==> src/rtl/qtc_pkg.sv <==
// Shared encodings for the queue trigger controller.
package qtc_pkg;
    typedef enum logic [1:0] {
        ST_IDLE = 2'b00,
        ST_WAIT = 2'b01,
        ST_TRIG = 2'b10
    } qstat_e;

    localparam logic [1:0] MD_OFF   = 2'b00;
    localparam logic [1:0] MD_EDGE  = 2'b01;
    localparam logic [1:0] MD_LEVEL = 2'b10;
    localparam logic [1:0] MD_OFF2  = 2'b11;
endpackage

==> src/rtl/qtc_trig_cond.sv <==
// Registers each trigger input and derives the edge hit and gate-open
// conditions from the registered copy. Assumes trig_i is synchronous to clk.
module qtc_trig_cond #(
    parameter int NQ = 4
) (
    input  logic          clk,
    input  logic          rst_n,
    input  logic [NQ-1:0] trig_i,
    input  logic [NQ-1:0] edge_sel_i,
    input  logic [NQ-1:0] gate_lvl_i,
    output logic [NQ-1:0] edge_hit_o,
    output logic [NQ-1:0] gate_open_o
);
    logic [NQ-1:0] trig_q;
    logic [NQ-1:0] trig_qq;

    // Two-stage history of the trigger inputs.
    always_ff @(posedge clk) begin
        if (!rst_n) begin
            trig_q  <= '0;
            trig_qq <= '0;
        end else begin
            trig_q  <= trig_i;
            trig_qq <= trig_q;
        end
    end

    // Edge of the selected polarity and gate level match per queue.
    always_comb begin
        for (int i = 0; i < NQ; i++) begin
            edge_hit_o[i]  = edge_sel_i[i] ? (trig_q[i] & ~trig_qq[i])
                                           : (~trig_q[i] & trig_qq[i]);
            gate_open_o[i] = (trig_q[i] == gate_lvl_i[i]);
        end
    end
endmodule

==> src/rtl/qtc_queue_fsm.sv <==
// Status machine of one queue: idle, waiting for trigger, triggered.
// Assumes done_i is only high when this queue's command completes and
// in_flight_i marks a command of this queue being granted or transferred.
module qtc_queue_fsm
    import qtc_pkg::*;
(
    input  logic       clk,
    input  logic       rst_n,
    input  logic [1:0] mode_i,
    input  logic       edge_hit_i,
    input  logic       gate_open_i,
    input  logic       in_flight_i,
    input  logic       done_i,
    input  logic       eoq_i,
    input  logic       pause_i,
    output logic [1:0] status_o
);
    qstat_e st_q;
    qstat_e st_d;
    logic   off;

    assign off      = (mode_i == MD_OFF) || (mode_i == MD_OFF2);
    assign status_o = st_q;

    // Next-status rules per mode.
    always_comb begin
        st_d = st_q;
        if (off) begin
            st_d = ST_IDLE;
        end else begin
            case (st_q)
                ST_IDLE: st_d = ST_WAIT;
                ST_WAIT: begin
                    if (mode_i == MD_EDGE ? edge_hit_i : gate_open_i)
                        st_d = ST_TRIG;
                end
                ST_TRIG: begin
                    if (mode_i == MD_EDGE) begin
                        if (done_i && (eoq_i || pause_i)) st_d = ST_WAIT;
                    end else if (!gate_open_i && (!in_flight_i || done_i)) begin
                        st_d = ST_WAIT;
                    end
                end
                default: st_d = ST_IDLE;
            endcase
        end
    end

    // Status register.
    always_ff @(posedge clk) begin
        if (!rst_n) st_q <= ST_IDLE;
        else        st_q <= st_d;
    end

    p_legal_r2: assert property (@(posedge clk) disable iff (!rst_n)
        st_q != 2'b11);
    p_off_idle_r2: assert property (@(posedge clk) disable iff (!rst_n)
        off |=> st_q == ST_IDLE);
    p_edge_start_r3: assert property (@(posedge clk) disable iff (!rst_n)
        (mode_i == MD_EDGE && st_q == ST_WAIT && edge_hit_i) |=> st_q == ST_TRIG);
    p_edge_stop_r4: assert property (@(posedge clk) disable iff (!rst_n)
        (mode_i == MD_EDGE && st_q == ST_TRIG && done_i && (eoq_i || pause_i))
        |=> st_q == ST_WAIT);
    p_level_marker_r5: assert property (@(posedge clk) disable iff (!rst_n)
        (mode_i == MD_LEVEL && st_q == ST_TRIG && gate_open_i && done_i)
        |=> st_q == ST_TRIG);
    p_close_now_r6: assert property (@(posedge clk) disable iff (!rst_n)
        (mode_i == MD_LEVEL && st_q == ST_TRIG && !in_flight_i && !gate_open_i)
        |=> st_q == ST_WAIT);
    p_close_defer_r7: assert property (@(posedge clk) disable iff (!rst_n)
        (mode_i == MD_LEVEL && st_q == ST_TRIG && in_flight_i && !done_i)
        |=> st_q == ST_TRIG);
endmodule

==> src/rtl/qtc_arbiter.sv <==
// Fixed-priority pick among triggered queues; the lowest index wins.
// Purely combinational; the caller decides when a pick is taken.
module qtc_arbiter #(
    parameter int NQ = 4,
    parameter int QW = 2
) (
    input  logic [NQ-1:0] cand_i,
    output logic          gnt_valid_o,
    output logic [QW-1:0] gnt_idx_o
);
    // Scan from the highest index down so the lowest index is kept last.
    always_comb begin
        gnt_valid_o = 1'b0;
        gnt_idx_o   = '0;
        for (int i = NQ - 1; i >= 0; i--) begin
            if (cand_i[i]) begin
                gnt_valid_o = 1'b1;
                gnt_idx_o   = QW'(i);
            end
        end
    end
endmodule

==> src/rtl/qtc_xfer_track.sv <==
// Tracks the command in flight: takes a grant only at a command boundary,
// keeps the per-queue pointers and the last-queue record per destination.
// Assumes done_i is a one-cycle pulse; it is ignored while nothing is in flight.
module qtc_xfer_track #(
    parameter int NQ    = 4,
    parameter int QW    = 2,
    parameter int PTR_W = 4,
    parameter int ND    = 2,
    parameter int DW    = 1
) (
    input  logic             clk,
    input  logic             rst_n,
    input  logic             gnt_valid_i,
    input  logic [QW-1:0]    gnt_idx_i,
    input  logic             done_i,
    input  logic             eoq_i,
    input  logic [DW-1:0]    dest_i,
    output logic             busy_o,
    output logic [QW-1:0]    act_o,
    output logic             done_eff_o,
    output logic [PTR_W-1:0] ptr_o,
    output logic [ND*QW-1:0] last_q_o
);
    logic             busy_q;
    logic [QW-1:0]    act_q;
    logic [PTR_W-1:0] ptr_q  [NQ];
    logic [QW-1:0]    last_q [ND];

    assign busy_o     = busy_q;
    assign act_o      = act_q;
    assign done_eff_o = busy_q && done_i;
    assign ptr_o      = ptr_q[act_q];

    // Grant at a boundary, release on completion.
    always_ff @(posedge clk) begin
        if (!rst_n) begin
            busy_q <= 1'b0;
            act_q  <= '0;
        end else if (!busy_q && gnt_valid_i) begin
            busy_q <= 1'b1;
            act_q  <= gnt_idx_i;
        end else if (busy_q && done_i) begin
            busy_q <= 1'b0;
        end
    end

    // Per-queue command pointers.
    always_ff @(posedge clk) begin
        if (!rst_n) begin
            for (int i = 0; i < NQ; i++) ptr_q[i] <= '0;
        end else if (busy_q && done_i) begin
            ptr_q[act_q] <= eoq_i ? '0 : ptr_q[act_q] + PTR_W'(1);
        end
    end

    // Last queue that completed a command toward each destination.
    always_ff @(posedge clk) begin
        if (!rst_n) begin
            for (int d = 0; d < ND; d++) last_q[d] <= '0;
        end else if (busy_q && done_i && (int'(dest_i) < ND)) begin
            last_q[dest_i] <= act_q;
        end
    end

    for (genvar d = 0; d < ND; d++) begin : g_last
        assign last_q_o[d*QW +: QW] = last_q[d];
    end

    p_hold_sel_r8: assert property (@(posedge clk) disable iff (!rst_n)
        (busy_q && !done_i) |=> (busy_q && act_q == $past(act_q)));
    p_eoq_ptr_r4: assert property (@(posedge clk) disable iff (!rst_n)
        (busy_q && done_i && eoq_i) |=> ptr_o == '0);
    p_ptr_step_r11: assert property (@(posedge clk) disable iff (!rst_n)
        (busy_q && done_i && !eoq_i) |=> ptr_o == $past(ptr_o) + PTR_W'(1));
    p_last_rec_r10: assert property (@(posedge clk) disable iff (!rst_n)
        (busy_q && done_i && (int'(dest_i) < ND))
        |=> last_q[$past(dest_i)] == $past(act_q));
endmodule

==> src/rtl/qtrig_ctrl.sv <==
// Top of the queue trigger controller: trigger conditioning, one status
// machine per queue, fixed-priority arbitration and transfer tracking.
// Assumes the environment answers each request with exactly one done_i.
module qtrig_ctrl
    import qtc_pkg::*;
#(
    parameter int NQ    = 4,
    parameter int PTR_W = 4,
    parameter int ND    = 2,
    localparam int QW   = (NQ > 1) ? $clog2(NQ) : 1,
    localparam int DW   = (ND > 1) ? $clog2(ND) : 1
) (
    input  logic             clk,
    input  logic             rst_n,
    input  logic [2*NQ-1:0]  mode_i,
    input  logic [NQ-1:0]    edge_sel_i,
    input  logic [NQ-1:0]    gate_lvl_i,
    input  logic [NQ-1:0]    trig_i,
    input  logic             done_i,
    input  logic             eoq_i,
    input  logic             pause_i,
    input  logic [DW-1:0]    dest_i,
    output logic             req_o,
    output logic [QW-1:0]    qsel_o,
    output logic [PTR_W-1:0] ptr_o,
    output logic [2*NQ-1:0]  status_o,
    output logic [ND*QW-1:0] last_q_o
);
    logic [NQ-1:0] edge_hit;
    logic [NQ-1:0] gate_open;
    logic [NQ-1:0] trig_vec;
    logic          gnt_valid;
    logic [QW-1:0] gnt_idx;
    logic          busy;
    logic [QW-1:0] act;
    logic          done_eff;
    logic [NQ-1:0] sel_onehot;

    qtc_trig_cond #(.NQ(NQ)) u_cond (
        .clk(clk), .rst_n(rst_n), .trig_i(trig_i), .edge_sel_i(edge_sel_i),
        .gate_lvl_i(gate_lvl_i), .edge_hit_o(edge_hit), .gate_open_o(gate_open)
    );

    for (genvar i = 0; i < NQ; i++) begin : g_q
        logic in_flight;
        logic done_me;
        assign in_flight = (busy && act == QW'(i)) ||
                           (!busy && gnt_valid && gnt_idx == QW'(i));
        assign done_me   = done_eff && act == QW'(i);
        assign trig_vec[i] = (status_o[2*i +: 2] == ST_TRIG);

        qtc_queue_fsm u_fsm (
            .clk(clk), .rst_n(rst_n), .mode_i(mode_i[2*i +: 2]),
            .edge_hit_i(edge_hit[i]), .gate_open_i(gate_open[i]),
            .in_flight_i(in_flight), .done_i(done_me), .eoq_i(eoq_i),
            .pause_i(pause_i), .status_o(status_o[2*i +: 2])
        );
    end

    qtc_arbiter #(.NQ(NQ), .QW(QW)) u_arb (
        .cand_i(trig_vec), .gnt_valid_o(gnt_valid), .gnt_idx_o(gnt_idx)
    );

    qtc_xfer_track #(.NQ(NQ), .QW(QW), .PTR_W(PTR_W), .ND(ND), .DW(DW)) u_trk (
        .clk(clk), .rst_n(rst_n), .gnt_valid_i(gnt_valid), .gnt_idx_i(gnt_idx),
        .done_i(done_i), .eoq_i(eoq_i), .dest_i(dest_i), .busy_o(busy),
        .act_o(act), .done_eff_o(done_eff), .ptr_o(ptr_o), .last_q_o(last_q_o)
    );

    assign req_o      = busy;
    assign qsel_o     = act;
    assign sel_onehot = {{(NQ-1){1'b0}}, 1'b1} << act;

    p_grant_trig_r8: assert property (@(posedge clk) disable iff (!rst_n)
        $rose(req_o) |-> |($past(trig_vec) & sel_onehot));
    p_grant_prio_r8: assert property (@(posedge clk) disable iff (!rst_n)
        $rose(req_o) |-> (($past(trig_vec) & (sel_onehot - NQ'(1))) == '0));
endmodule

==> config.mk <==
export PLATFORM = sky130hd
export DESIGN_NAME = qtrig_ctrl
export DESIGN_NICKNAME = d
export VERILOG_FILES = /design/src/rtl/qtc_pkg.sv /design/src/rtl/qtc_trig_cond.sv /design/src/rtl/qtc_queue_fsm.sv /design/src/rtl/qtc_arbiter.sv /design/src/rtl/qtc_xfer_track.sv /design/src/rtl/qtrig_ctrl.sv
export SDC_FILE = /design/constraint.sdc
export NUM_CORES = 1
export LEC_CHECK = 0
export BUFFER_PORTS_ARGS = -buffer_cell sky130_fd_sc_hd__clkbuf_2
export CORE_AREA = 2 2 63 65
export CTS_BUF_LIST = sky130_fd_sc_hd__clkbuf_2 sky130_fd_sc_hd__clkbuf_4 sky130_fd_sc_hd__clkbuf_8
export DETAILED_ROUTE_END_ITERATION = 12
export DIE_AREA = 0 0 65 67
export PLACE_DENSITY = 0.9
export SYNTH_ARGS = -nofsm -noshare
export SYNTH_HDL_FRONTEND = slang
export SYNTH_SLANG_ARGS = --single-unit
==> constraint.sdc <==
create_clock -name clk -period 4.7 [get_ports clk]
set_input_delay 0.47 -clock clk [delete_from_list [all_inputs] [get_ports clk]]
set_output_delay 0.47 -clock clk [all_outputs]
set_load 0.02 [all_outputs]
==> run_results.csv <==
group,metric,value,unit
status,run_status,"finished, final reports clean",
clock_network,clk_pin_slew,0.08,ns
synthesis,syn_area,2093,um2
clock_network,root_buffer,"clkbuf_8",
critical_path,crit_family,"multiplexers",
drt,drc_errors,0,
floorplanning,boundaryPins,45,
grt,gr-total-overflow,0,
timing,fin_setup_tns,0,ns
timing,fmax,495.6,MHz
synthesis,synth.yosys.warnings,0,
synthesis,synthArstFlopShare,0,%
floorplanning,dieArea,4355,um2
grt,grt_pass1_wl,7.231,mm
synthesis,synth_top_area_share,28.69,%
critical_path,worstPathMaxFanout,4,
placed_design,place_ws,2.741,ns
power,seq_power_share,50.1,%
critical_path,worst_setup_path_start_kind,"register",
critical_path,crit_required,4.23,ns
layout,nets,277,
drt,dr_wl_met3,253,um
floorplanning,die_y,67,um
clock_network,insertion_delay,0.29,ns
synthesis,synth-main-ff-cell,"dfxtp_1",
synthesis,synth_cells,202,
grt,first_global_vias,1620,
layout,area_growth,17.57,%
timing,worst_pin_slew,0.8023,ns
clock_network,post_cts_buffers,0,
placed_design,numPortBuffers,44,
drt,topRoutingLayerUsed,"met4",
layout,antenna_cells,0,
timing,finalHoldViolations,0,
power,pwr-share-comb,13.7,%
synthesis,synthTopCellsByCount,"21 x dfxtp_1, 20 x edfxtp_1, 16 x nand2_1, 16 x nor2_1, 15 x inv_1",
timing,period_share,42.93,%
floorplanning,start_util,58.05,%
run,cap_violations,0,
synthesis,synth_nets,233,
clock_network,cts_tree,"yes",
critical_path,cp_slowest_cell,"mux4_2",
drt,drt_iter0_drc,135,
timing,slew_violations,0,
synthesis,ys_ff_latch,41,
clock_network,postCtsHoldBufs,0,
worst_hold_path,hp-class,"in -> reg",
power,power_density,336.0,nW/um2
power,p_sw,204.7,uW
critical_path,endpoint_kind,"output port",
placed_design,dp_hpwl,3.117,mm
critical_path,setup.worst_path.class,"reg -> out",
critical_path,path_cells,"mux4_2 -> clkbuf_2",
critical_path,arrival,1.55,ns
grt,grt_usage,22.01,%
synthesis,synthTopCellsByArea,"edfxtp_1 29%, dfxtp_1 20%, mux4_2 4.3%, ha_1 3.0%, nand2_1 2.9%",
synthesis,synth.most_common_cell,"dfxtp_1",
clock_network,cts.sinks,41,
power,swShare,24.75,%
drt,num_vias,1705,
synthesis,yosysSeqAreaShare,48.77,%
timing,fin_crit,2.018,ns
synthesis,syn_area_per_cell,10.36,um2
power,ir_drop,0.2070,mV
placed_design,place.gp.congestion,0.7721,
clock_network,cts-resized-gates,0,
drt,wirelength_met1,1.748,mm
timing,rsz0062_at_grt,"no",
grt,antenna_found_initial,0,
clock_network,cts_inserted_buffers,5,
clock_network,cts.path.max_buffers,2,
power,p_clk_share,36.2,%
drt,drt_first_pass_iters,4,
power,p_int,622.2,uW
synthesis,synth.largest_area_cell,"edfxtp_1",
synthesis,yosysUniqueCellTypes,48,
synthesis,synth_edf_count,20,
drt,postRouteWirelength,4.147,mm
critical_path,cp.buffers_inverters,1,
timing,skew,0.003449,ns
drt,ant_nets,0,
timing,finalWorstSetupSlack,2.682,ns
floorplanning,core,3606,um2
power,p_leak,0.001027,uW
timing,setup_viol,0,
floorplanning,rows,22,
timing,relSlewSlack,45.13,%
clock_network,htreeDepth,2,
layout,drive_gt1_share,26.32,%
grt,grt_max_degree,24,
drt,viasPerCell,5.780,
critical_path,critPathMaxStageDelay,0.60,ns
floorplanning,die_x,65,um
drt,met2_length,2.073,mm
drt,wl_per_cell,14.06,um
[layout make-up]
cell class / instances / area, um2
Fill cell: 286 / 1145
Sequential cell: 41 / 1021
Multi-Input combinational cell: 139 / 983.4
Timing Repair Buffer: 44 / 220.2
Clock buffer: 7 / 90.09
Tap cell: 48 / 60.06
Inverter: 15 / 56.30
Clock inverter: 1 / 30.03
[flip-flops by register name (all words and copies together), names as in the netlist, named ones only]
signal	flops
u_cond.trig_qq	4
g_q.u_fsm.status_o	8
u_trk.ptr_q	16
u_cond.trig_q	4
u_trk.act_o	2
u_trk.last_q	4
u_trk.busy_o	1
[through the flow]
step / instance area (um2) / hold WS (ns) / util, % / instances / total power, uW
after floorplan: 2093 / 0.4903 / - / 202 / 496.9
after global placement: 2341 / 0.5074 / 64.92 / 287 / 530.7
after detailed placement: 2341 / 0.5272 / 64.92 / 287 / 535.0
after CTS: 2461 / 0.3728 / 68.25 / 295 / 828.6
after global routing: 2461 / 0.3662 / 68.25 / 295 / 865.1
final: 2461 / 0.3743 / 68.25 / 295 / 826.8
[final timing paths]
kind / from / cells past startpoint / slack [ns] / end
hold reg to reg: u_cond.trig_q[1] / 1 / 0.54 / u_cond.trig_qq[1]
hold / removal: trig_i[0] / 2 / 0.37 / u_cond.trig_q[0]
setup / recovery: register / 2 / 2.68 / ptr_o[0]
setup reg to reg: register / 5 / 2.70 / u_trk.ptr_q[0][2]
[worst reg2reg max path, cell delays in order (launching register included)]
cell and delay, ns:
dfxtp_1 0.47, mux4_2 0.60, ha_1 0.23, xor2_1 0.16, nand2_1 0.14, nor4_1 0.21
[power groups by stage]
stage                     sequential (uW)  combinational (uW)  clock [uW]
after global placement                421                 110           0
after detailed placement              422                 113           0
after floorplan                       422                75.0           0
after CTS                             414                 114         301
after global routing                  418                 125         322
final                                 414                 113         299
[cell usage in the layout (no fill, tap or decap), types with 5 or more instances in the layout]
cell,netlist,routed
xnor2_1,5,5
nand2_1,16,16
clkbuf_2,0,44
edfxtp_1,20,20
o21ai_0,8,8
nand3b_1,6,6
and2_1,8,8
ha_1,5,5
nor4_1,5,5
nor2_1,16,16
a21oi_1,9,9
dfxtp_1,21,21
inv_1,15,15
nand2b_1,6,6
clkbuf_8,0,6
[routing by layer]
metal,global-route usage [%],vias up
met2,38.14,60
met4,8.511,0
met5,0,-
met1,26.33,806
li1,-,832
met3,5.405,7
[logic make-up (layout without fill, tap and decap cells)]
| kind of cell | Yosys count | count (layout) | share of synthesized area [%] |
|---|---|---|---|
| xor gates and xnor gates | 6 | 6 | 2.510 |
| buffers and inverters | 22 | 67 | 4.244 |
| AOI/OAI and AO/OA | 37 | 37 | 12.43 |
| DFF | 41 | 41 | 48.77 |
| and+or+nand+nor | 87 | 87 | 24.75 |
| muxes | 4 | 4 | 4.304 |
| adders and majority gates | 5 | 5 | 2.989 |
Note: power is estimated with default switching activity, not from simulation.
